`src/rtl/xcvr_rst_seq.sv`:
```
module xcvr_rst_seq #(
  parameter int PMA_W     = 4,
  parameter int PCS_W     = 4,
  parameter int PULSE_CYC = 4,
  parameter int PMA_CYC   = 16,
  parameter int LOCK_TMO  = 1024
)(
  input  logic             clk,
  input  logic             rst_req,
  input  logic             seq_mode,
  input  logic [PMA_W-1:0] pma_sel,
  input  logic [PCS_W-1:0] pcs_sel,
  input  logic             pll_lock,
  input  logic             ilo_lock,
  input  logic             user_rdy,
  output logic             pll_rst,
  output logic             ilo_rst,
  output logic [PMA_W-1:0] pma_rst,
  output logic [PCS_W-1:0] pcs_rst,
  output logic             rst_done
);
  localparam int MAX_A = (PULSE_CYC > PMA_CYC) ? PULSE_CYC : PMA_CYC;
  localparam int MAX_C = (MAX_A > LOCK_TMO) ? MAX_A : LOCK_TMO;
  localparam int CNT_W = $clog2(MAX_C + 1);
  localparam logic [CNT_W-1:0] PULSE_END = CNT_W'(PULSE_CYC - 1);
  localparam logic [CNT_W-1:0] PMA_END   = CNT_W'(PMA_CYC - 1);
  localparam logic [CNT_W-1:0] LOCK_END  = CNT_W'(LOCK_TMO - 1);

  typedef enum logic [2:0] {
    ST_HOLD, ST_PLL, ST_PLLW, ST_ILOW, ST_PMA, ST_USRW, ST_DONE
  } st_t;

  st_t              st, nxt;
  logic [CNT_W-1:0] cnt, lim;
  logic [2:0]       sync_q;
  logic             mode_r;
  logic [PMA_W-1:0] pma_m;
  logic [PCS_W-1:0] pcs_m;
  logic             start, timed, at_end;

  always_ff @(posedge clk or posedge rst_req)
    if (rst_req) sync_q <= 3'b111;
    else         sync_q <= {sync_q[1:0], 1'b0};

  assign start = sync_q[2] & ~sync_q[1];

  always_ff @(posedge clk)
    if (st == ST_HOLD) begin
      mode_r <= seq_mode;
      pma_m  <= pma_sel;
      pcs_m  <= pcs_sel;
    end

  always_comb begin
    lim = LOCK_END;
    case (st)
      ST_PLL:  lim = PULSE_END;
      ST_PMA:  lim = PMA_END;
      default: ;
    endcase
  end

  assign timed  = (st inside {ST_PLL, ST_PLLW, ST_ILOW, ST_PMA});
  assign at_end = (cnt == lim);

  always_comb begin
    nxt = st;
    case (st)
      ST_HOLD: if (start) nxt = seq_mode ? ST_PLL : ST_PMA;
      ST_PLL:  if (at_end) nxt = ST_PLLW;
      ST_PLLW: if (pll_lock) nxt = ST_ILOW;
               else if (at_end) nxt = ST_PLL;
      ST_ILOW: if (pll_lock && ilo_lock) nxt = ST_PMA;
               else if (at_end) nxt = ST_PLL;
      ST_PMA:  if (at_end) nxt = ST_USRW;
      ST_USRW: if (user_rdy) nxt = ST_DONE;
      default: ;
    endcase
  end

  always_ff @(posedge clk or posedge rst_req)
    if (rst_req) begin
      st  <= ST_HOLD;
      cnt <= '0;
    end else begin
      st  <= nxt;
      cnt <= (nxt != st || !timed) ? '0 : cnt + 1'b1;
    end

  assign pll_rst  = mode_r & (st == ST_HOLD || st == ST_PLL);
  assign ilo_rst  = mode_r & (st == ST_HOLD || st == ST_PLL || st == ST_PLLW);
  assign pma_rst  = (st inside {ST_HOLD, ST_PLL, ST_PLLW, ST_ILOW, ST_PMA}) ? pma_m : '0;
  assign pcs_rst  = (st != ST_DONE) ? pcs_m : '0;
  assign rst_done = (st == ST_DONE);

  AST_ILO_AFTER_PLL: assert property (@(posedge clk) disable iff (rst_req)
    $fell(ilo_rst) && st != ST_HOLD && $past(st) != ST_HOLD |-> $past(pll_lock));

  AST_PMA_AFTER_LOCKS: assert property (@(posedge clk) disable iff (rst_req)
    st == ST_PMA && $past(st) == ST_ILOW |-> $past(pll_lock && ilo_lock));

  AST_PCS_AFTER_USER: assert property (@(posedge clk) disable iff (rst_req)
    st == ST_DONE && $past(st) != ST_DONE |-> $past(user_rdy) && $past(pma_rst) == '0);

  AST_TMO_RESTART: assert property (@(posedge clk) disable iff (rst_req)
    st == ST_PLL && $past(st) != ST_PLL && $past(st) != ST_HOLD |-> $past(cnt) == LOCK_END);

  AST_COMP_NO_PLL: assert property (@(posedge clk) disable iff (rst_req)
    st != ST_HOLD && !mode_r |-> !pll_rst && !ilo_rst);

  AST_DONE_CLEAN: assert property (@(posedge clk) disable iff (rst_req)
    rst_done |-> !pll_rst && !ilo_rst && pma_rst == '0 && pcs_rst == '0);
endmodule

```
`config.mk`:
```
export PLATFORM = sky130hd
export DESIGN_NAME = xcvr_rst_seq
export DESIGN_NICKNAME = d
export VERILOG_FILES = /design/src/rtl/xcvr_rst_seq.sv
export SDC_FILE = /design/constraint.sdc
export NUM_CORES = 1
export LEC_CHECK = 0
export BUFFER_PORTS_ARGS = -buffer_cell sky130_fd_sc_hd__buf_2
export CAP_MARGIN = 20
export CORE_UTILIZATION = 40
export CTS_CLUSTER_DIAMETER = 200
export CTS_CLUSTER_SIZE = 8
export DETAILED_ROUTE_END_ITERATION = 8
export GPL_ROUTABILITY_DRIVEN = 0
export PLACE_DENSITY = 0.66
export SLEW_MARGIN = 40
export SYNTH_ARGS = -nofsm -noshare
export SYNTH_HDL_FRONTEND = slang
export SYNTH_SLANG_ARGS = --single-unit
```
`constraint.sdc`:
```
create_clock -name clk -period 4.2 [get_ports clk]
set_clock_uncertainty 0.15 [all_clocks]
set_input_delay 0.63 -clock clk [delete_from_list [all_inputs] [get_ports clk]]
set_output_delay 0.63 -clock clk [all_outputs]
set_load 0.02 [all_outputs]
```
* Word-level counts from Yosys, hierarchy flattened
Index checks and enable logic that the tools add are counted.
Word-level totals: logic and storage cells 41, input bits 14, output and inout port bits 11, register bits 26
Cells by class: bitwise operators 4, mux-type cells 13, equality and inequality tests 9, reductions and logical operators 8, $add $sub $neg 1
Operators by type and width (count):
- $mux 3 | 8
- $pmux 10 s2 | 1
- $pmux 3 s6 | 1
- $add 11x1->11 const B | 1
- $eq 11x11->1 | 1
- $mux 11 | 1
- $eq 3x3->1 const B | 3
- $mux 4 | 2
- $eq 3x2->1 const B | 2
- $reduce_bool 5->1 | 1
- $reduce_bool 4->1 | 1
- $and 1x1->1 | 3
- $eq 3x1->1 const B | 1
- $logic_not 3->1 | 1
- $logic_or 1x1->1 | 3
- $ne 3x3->1 | 1
- $ne 3x3->1 const B | 1
- $logic_and 1x1->1 | 1
- $logic_not 1->1 | 1
- $not 1->1 | 1

* Depth between registers and ports, before layout
Gate-level depths: netlist of the first run.
word-level depth 9, gate-level depth with buffers 6, gate-level depth less buffers 5

* Worst setup path after synthesis of the first run
OpenSTA, ideal clock, no wires.
path kind register to register, start point register cnt[0], end point register cnt[10], library setup time 0.138 ns, buffers on the path 0, period minus slack after synthesis 2.334 ns, slack 1.866 ns, data required time 3.912 ns, stages on the path, launching flop included 6, arrival time 2.046 ns, cell sequence dfrtp_1 -> ha_1 -> or4b_1 -> or4_4 -> a221oi_4 -> nor4_1
Between the ends: cells in the longest elaborated chain, start to end 7, elaborated cells on any way between the ends 11, classes of those cells add/sub (1); eq/ne (2); mux (7); reduce/logical (1)
RTL lines:
- start, declared | RTL line 34 | logic [CNT_W-1:0] cnt, lim;
- start signal, assigned | RTL line 87 | cnt <= (nxt != st || !timed) ? '0 : cnt + 1'b1;
- $eq 11x11->1 | RTL line 64 | assign at_end = (cnt == lim);
- $mux 3 | RTL line 72, 74
- $mux 3, on equally long branches | RTL line 73, 71
- $pmux 3 s6 | RTL line 68 | case (st)
- $ne 3x3->1 | RTL line 87
- $logic_or 1x1->1 | RTL line 87
- $mux 11 * | RTL line 87
Every way passes the cells marked *; elsewhere a longest branch is shown, timed or not. A chain may end at the register's enable or synchronous reset.

* Final worst setup path of the first run
start point register cnt[0], end point register cnt[7]
The elaborated chain is that of the path after synthesis.

==> results of run 1 <==
[registers in the layout (all words and copies together) (netlist names)]
| name | cells |
|---|---|
| pcs_m | 4 |
| mode_r | 1 |
| st | 3 |
| cnt | 11 |
| sync_q | 3 |
| pma_m | 4 |
[synthesized netlist by cell type (all sizes together)]
cell / number
a2111oi: 1
a211oi: 5
a21oi: 4
a221oi: 1
and2: 10
and3: 1
and3b: 2
and4: 2
buf: 2
clkbuf: 5
conb: 1
dfrtp: 14
dfstp: 3
edfxtp: 9
ha: 1
inv: 6
mux2: 1
mux2i: 2
nand2: 5
nand3: 4
nand4: 5
nand4bb: 1
nor2: 3
nor2b: 2
nor3: 5
nor3b: 2
nor4: 8
nor4b: 1
o2111a: 1
o2111ai: 1
o211ai: 4
o21ai: 3
o22a: 1
o22ai: 1
or4: 2
or4b: 2
xnor2: 2
xor2: 9
[metal layers]
| metal | global-route usage [%] | share of wire, % |
|---|---|---|
| met2 | 29.8 | 48 |
| met1 | 18.8 | 46 |
| met3 | 2.73 | 5.1 |
| met4 | 4.44 | 0.72 |
| met5 | 0 | 0 |
[final cells by class]
class	instances	area (µm²)
inverters	6	22.5
fillers	333	1730
clock buffers	4	47.5
well taps	46	57.6
repair buffers	24	120
multi-input cells	93	682
flip-flops and latches	26	699
[through the flow]
step	total power, mW	instance area (µm²)
finish	0.427	1630
global route	0.441	1630
CTS	0.431	1620
detailed placement	0.283	1570
global placement	0.283	1570
floorplan	0.275	1420
[how the worst max path moves through the flow]
stage / startpoint / end / slack, ns / depth (start not counted)
global route: cnt[0] / cnt[9] / 1.38 / 5
global placement: cnt[0] / cnt[7] / 1.48 / 5
CTS: cnt[0] / cnt[7] / 1.34 / 5
floorplan: cnt[0] / cnt[10] / 1.87 / 5
detailed placement: cnt[0] / cnt[7] / 1.36 / 5
finish: cnt[0] / cnt[7] / 1.57 / 5
[power groups by stage]
| stage | Clock [mW] | Sequential, mW | Combinational (mW) |
|---|---|---|---|
| 2_1_floorplan | 0 | 0.270 | 0.00420 |
| 3_3_place_gp | 0 | 0.271 | 0.0119 |
| 3_5_place_dp | 0 | 0.271 | 0.0126 |
| 4_1_cts | 0.152 | 0.266 | 0.0127 |
| 5_1_grt | 0.161 | 0.266 | 0.0140 |
| 6_report | 0.149 | 0.266 | 0.0124 |
[critical path: cells and delay by family, from the launching register on]
family / cells / cell delay [ns]
compound gates: 1 / 0.48
fa+ha+maj: 1 / 0.32
flops: 1 / 0.46
simple gates: 3 / 1.08
[kinds of logic after synthesis]
| group | Yosys count | share of synthesized area, % |
|---|---|---|
| AOI/OAI and AO/OA | 22 | 12.2 |
| xor gates and xnor gates | 11 | 6.78 |
| adders and majority gates | 1 | 0.881 |
| buffers and inverters | 13 | 3.61 |
| DFF | 26 | 49.3 |
| muxes | 3 | 2.20 |
| other | 1 | 0.264 |
| and+or+nand+nor | 55 | 24.8 |
==> qor.csv, run 1 <==
metric,value,unit
Tmin final,2.63,ns
Buffers on Ports,24,
1st-iter DRT viols,46,
syn_nets,147,
num rows,21,
post-DR vias/cell,5.45,
Sw Ratio,19.7,%
most frequent cells in the layout,"buf_2 (24), dfrtp_1 (14), and2_1 (10)",
placed insts,195,
crit start category,flop,
post_cts resized,0,
TritonCTS clock tree,done,
synthesized area,0.00142,mm²
Final Hold Viols,0,
critical-path cell list,"ha_1, or4b_1, or4_4, a21oi_2, nor4_1",
flop-to-flop setup slack,1.57,ns
"commonest non-fill, non-tap cell in the layout",buf_2,
worst r2r src,cnt[0],
setup slack after layout,1.57,ns
RSZ-0062 raised after global routing,false,
kind of critical path,flop to flop,
Final HPWL DP,2.04,mm
total iterations of the first detailed-routing run,4,
Slew headroom,55.9,%
RR Endpoint,cnt[7],
vias in the first global route,1041,
status,finished clean,
synthesized flop and latch total,26,
biggest cell delay along the critical path,0.49,ns
post-synth top area share,24.7,%
cells on worst reg2reg path,5,
fraction of layout cells with a size suffix above 1,26.8,%
Pint,0.343,mW
Hold Path Class,input pin to async pin,
Reg power frac,62.2,%
Peak VDD IR,0.112,mV
fin. max-slew vios,0,
Ys Warns,0,
P_sw,0.0843,mW
fin crit share,62.5,%
syn avg cell area,10.8,µm²
Comb pwr share,2.9,%
Max-cap violations,0,
pre-CTS setup slack,1.36,ns
Die Width,61.6,µm
sequential area share after synthesis,49.3,%
Initial Util,42.2,%
Clock Power Share,34.9,%
Clock Root Buffer,clkbuf_4,
Worst EP required,4.24,ns
synth top area cells,"dfrtp_1 (25%), edfxtp_1 (19%), dfstp_2 (5.6%), xor2_1 (5.6%), and2_1 (4.4%)",
"Setup Fix Bufs, Post-CTS",0,
die height,61.6,µm
nets@finish,169,
Yosys cell types,42,
die area,0.00379,mm²
Critical Path Fanout Max,11,
antenna-violating nets left,0,
hold_buf cts,0,
Critical Path End Type,flop,
Slew @ Worst Pin,0.658,ns
post-synth top area cell,dfrtp_1,
core area,0.00336,mm²
Clock transition at path regs,0.15,ns
total CTS buffers,3,
CTS HTree Levels,1,
DRC,0,
first-pass GRT wire length,4.46,mm
initial antenna violation count,0,
Setup TNS,0,ns
n_diodes,0,
worst-case clock buffer depth,2,
GRT Total Usage,16.0,%
leakage,0.644,nW
Fin Hold WS,0.203,ns
clock latency reported for the late side of the worst-skew pair,0.33,ns
vias,1085,
grt ovf,0,
io pins,25,
Layout area overhead,14.7,%
setup violators final,0,
final std cells w/o fill,199,
Arrival @ worst endpoint,2.67,ns
mean routed wirelength per cell,13.9,µm
CTS Sinks,26,
CP max stage cell,or4b_1,
largest net degree at the start of global routing,22,
P per Cell Area,262,mW/mm²
FMAX,381,MHz
"Core Util, Final",48.4,%
Routed WL,2.77,mm
Mapped Cells,132,
No activity file was read; power rests on OpenSTA's default activity.
==> run 2: changes to the inputs <==
Settings changed: ABC_AREA set to 1.
Clock period 4.2 ns to 2.7 ns, I/O delays scaled along.
==> run 2 against run 1 <==
Compared with the run above:
- register-to-register slack lost 1.2 ns
- area after synthesis down 1.3%
- sequential share of layout area increased by 1.1 points
- fmax rose by 15%
- worst setup slack worse by 1.2 ns
- first-iteration DRC count shrank 28%
- cell area is 2.5% lower
- global-route usage decreased by 0.11 points
- utilization down 0.82 points
- power increased by 42%
- sequential power rose by 55%
- critical endpoint is now cnt[10]
==> qor.csv, run 2 <==
metric,value,unit,change
Peak VDD IR,0.238,mV,was 0.112 mV
total iterations of the first detailed-routing run,4,,unchanged
cells on worst reg2reg path,11,,was 5
CP top delay family,simple AND/OR/NAND/NOR gates,,unchanged
most instantiated cells after synthesis,"nand2_1 (30), nor2_1 (27), inv_1 (21), dfrtp_1 (14), nor2_2 (11)",,"was dfrtp_1 (14), and2_1 (10), edfxtp_1 (9), xor2_1 (9), nor4_1 (8)"
mean routed wirelength per cell,11.0,µm,was 13.9 µm
Slew headroom,57.3,%,was 55.9%
worst-case clock buffer depth,2,,unchanged
hold path depth,1,,
io pins,25,,unchanged
CTS Sinks,26,,unchanged
num rows,21,,unchanged
Synth Area in Adders,0.893,%,was 0.881%
Setup TNS,0,ns,unchanged
synthesized flop and latch total,26,,unchanged
Routed WL,2.56,mm,was 2.77 mm
die area,0.00374,mm²,was 0.00379 mm²
TritonCTS clock tree,done,,unchanged
Hold Path Class,input pin to flop,,was input pin to async pin
Comb pwr share,2.9,%,about the same
GRT Total Usage,15.9,%,was 16.0%
total CTS buffers,3,,unchanged
Buffers on Ports,24,,unchanged
Clock transition at path regs,0.15,ns,about the same
CTS HTree Levels,1,,unchanged
Worst EP required,2.75,ns,was 4.24 ns
most numerous cell in the Yosys netlist,nand2_1,,was dfrtp_1
core area,0.00334,mm²,was 0.00336 mm²
Mapped Cells,159,,was 132
post-synth top area share,25.0,%,was 24.7%
"commonest non-fill, non-tap cell in the layout",nand2_1,,was buf_2
Reg with most FFs,cnt,,unchanged
Final HPWL DP,1.94,mm,was 2.04 mm
n_diodes,0,,unchanged
Compound-Gate Fraction of Synth Area,6.16,%,was 12.2%
Pint,0.479,mW,was 0.343 mW
Largest regs,"cnt: 11 flops, pcs_m: 4 flops, pma_m: 4 flops",,unchanged
cell mode on critical path,nor2_1,,
"EDFF count, synth",9,,unchanged
Largest register FFs,11,,unchanged
die height,61.2,µm,was 61.6 µm
dpl cell area,0.00155,mm²,was 0.00157 mm²
DRC,0,,unchanged
Ys Warns,0,,unchanged
most frequent cells in the layout,"nand2_1 (30), nor2_1 (27), buf_2 (24)",,"was buf_2 (24), dfrtp_1 (14), and2_1 (10)"
P_sw,0.130,mW,was 0.0843 mW
Sw Ratio,21.4,%,was 19.7%
RSZ-0062 raised after global routing,false,,unchanged
Slew @ Worst Pin,0.640,ns,was 0.658 ns
CP max stage cell,dfrtp_1,,was or4b_1
Final Hold Viols,0,,unchanged
vias in the first global route,1043,,was 1041
setup violators final,0,,unchanged
antenna-violating nets left,0,,unchanged
sequential area share after synthesis,49.9,%,was 49.3%
simple-gate share of the synthesized area,29.0,%,was 24.8%
Max-cap violations,0,,unchanged
Yosys cell types,30,,was 42
critical path depth,11,,was 5
Layout area overhead,13.4,%,was 14.7%
synthesized area,0.00140,mm²,was 0.00142 mm²
crit start category,flop,,unchanged
Initial Util,42.0,%,was 42.2%
Critical Path Fanout Max,11,,unchanged
largest net degree at the start of global routing,18,,was 22
fraction of layout cells with a size suffix above 1,29.0,%,was 26.8%
Clock Root Buffer,clkbuf_4,,unchanged
post-synth top area cell,dfrtp_1,,unchanged
Reg power frac,67.9,%,was 62.2%
nets@finish,202,,was 169
syn_nets,174,,was 147
1st-iter DRT viols,33,,was 46
largest family of logic cells by synthesized area,simple AND/OR/NAND/NOR gates,,unchanged
post_cts resized,0,,unchanged
biggest cell delay along the critical path,0.59,ns,was 0.49 ns
status,finished clean,,unchanged
syn avg cell area,8.81,µm²,was 10.8 µm²
critical-path cell list,"inv_4, nor2_1, nand3_1, nand3_2, nor2_4, nor2_1, nor2_2, nand2_1, nand3_1, nand2_1, nor2_1",,"was ha_1, or4b_1, or4_4, a21oi_2, nor4_1"
"Setup Fix Bufs, Post-CTS",0,,unchanged
fin. max-slew vios,0,,unchanged
mux cell area share after synthesis,0,%,was 2.20%
hold_buf cts,1,,was 0
clock latency reported for the late side of the worst-skew pair,0.33,ns,about the same
post-DR vias/cell,4.65,,was 5.45
first-pass GRT wire length,4.31,mm,was 4.46 mm
Arrival @ worst endpoint,2.34,ns,was 2.67 ns
grt ovf,0,,unchanged
kind of critical path,flop to flop,,unchanged
Post-Layout Inst Area,0.00159,mm²,was 0.00163 mm²
Clock Power Share,29.1,%,was 34.9%
Synth Area in XOR/XNOR,4.38,%,was 6.78%
vias,1078,,was 1085
P per Cell Area,383,mW/mm²,was 262 mW/mm²
synth top area cells,"dfrtp_1 (25%), edfxtp_1 (19%), nand2_1 (8.0%), nor2_1 (7.2%), dfstp_2 (5.6%)",,"was dfrtp_1 (25%), edfxtp_1 (19%), dfstp_2 (5.6%), xor2_1 (5.6%), and2_1 (4.4%)"
initial antenna violation count,0,,unchanged
leakage,0.729,nW,was 0.644 nW
Critical Path End Type,flop,,unchanged
Die Width,61.2,µm,was 61.6 µm
"Top FF cell, synth",dfrtp_1,,unchanged
Tmin final,2.28,ns,was 2.63 ns
"FFs w/ async S/R, synth",65.4,%,unchanged
Buffers & Inverters on Critical Path,1,,was 0
FMAX,438,MHz,was 381 MHz
fin crit share,84.5,%,was 62.5%
-- run 2: routing by layer --
layer / vias to the layer above / global-route usage, % / share of wire [%] / routed length, µm
met5: - / 0 / 0 / 0
met4: 0 / 10.4 / 2.8 / 72
met3: 7 / 2.31 / 2.5 / 63
met2: 21 / 25.9 / 48 / 1230
met1: 503 / 19.6 / 47 / 1190
li1: 547 / - / - / -
-- run 2: final timing paths --
path / startpoint / to / slack [ns]
min reg2reg: sync_q[1] / sync_q[2] / 0.23
min in group asynchronous: rst_req / st[2] / 0.52
min: pma_sel[1] / pma_m[1] / 0.08
max in group asynchronous: rst_req / cnt[8] / 1.46
max reg2reg: st[0] / cnt[10] / 0.42
max: st[0] / cnt[10] / 0.42
-- run 2: stage by stage --
stage / std cells / setup WS, ns / utilization, % / hold WS (ns) / total power [mW]
after global routing: 232 / 0.252 / 47.6 / 0.0569 / 0.636
after CTS: 232 / 0.437 / 47.6 / 0.0675 / 0.619
after floorplan: 159 / 0.855 / - / 0.179 / 0.426
after detailed placement: 227 / 0.475 / 46.5 / 0.208 / 0.439
after global placement: 227 / 0.550 / 46.5 / 0.200 / 0.438
final: 232 / 0.419 / 47.6 / 0.0811 / 0.609
-- run 2: layout make-up --
class | count | area, µm²
well taps | 46 | 57.6
fillers | 314 | 1750
inverters | 24 | 97.6
multi-input cells | 106 | 571
repair buffers | 26 | 138
clock buffers | 4 | 26.3
flip-flops and latches | 26 | 699
-- run 2: logic make-up (layout without fill, tap and decap cells) --
| group | Yosys count | after routing |
|---|---|---|
| XOR/XNOR | 7 | 7 |
| AO/OA/AOI/OAI | 13 | 13 |
| other | 1 | 1 |
| AND/OR/NAND/NOR | 84 | 84 |
| buffers and inverters | 27 | 54 |
| adder cells (fa/ha/maj) | 1 | 1 |
| flip-flops | 26 | 26 |
-- run 2: worst reg2reg max path: cells and delay by family, from the launching register on --
| kind | cells | cell delay [ns] |
|---|---|---|
| DFF | 1 | 0.59 |
| buffers and inverters | 1 | 0.09 |
| and+or+nand+nor | 10 | 1.31 |
-- run 2: power groups by stage --
stage                     logic [mW]  clock network, mW  registers, mW
final                         0.0179              0.177          0.413
after global routing          0.0203              0.202          0.414
after CTS                     0.0187              0.187          0.414
after detailed placement      0.0175                  0          0.421
after global placement        0.0167                  0          0.421
after floorplan              0.00573                  0          0.421
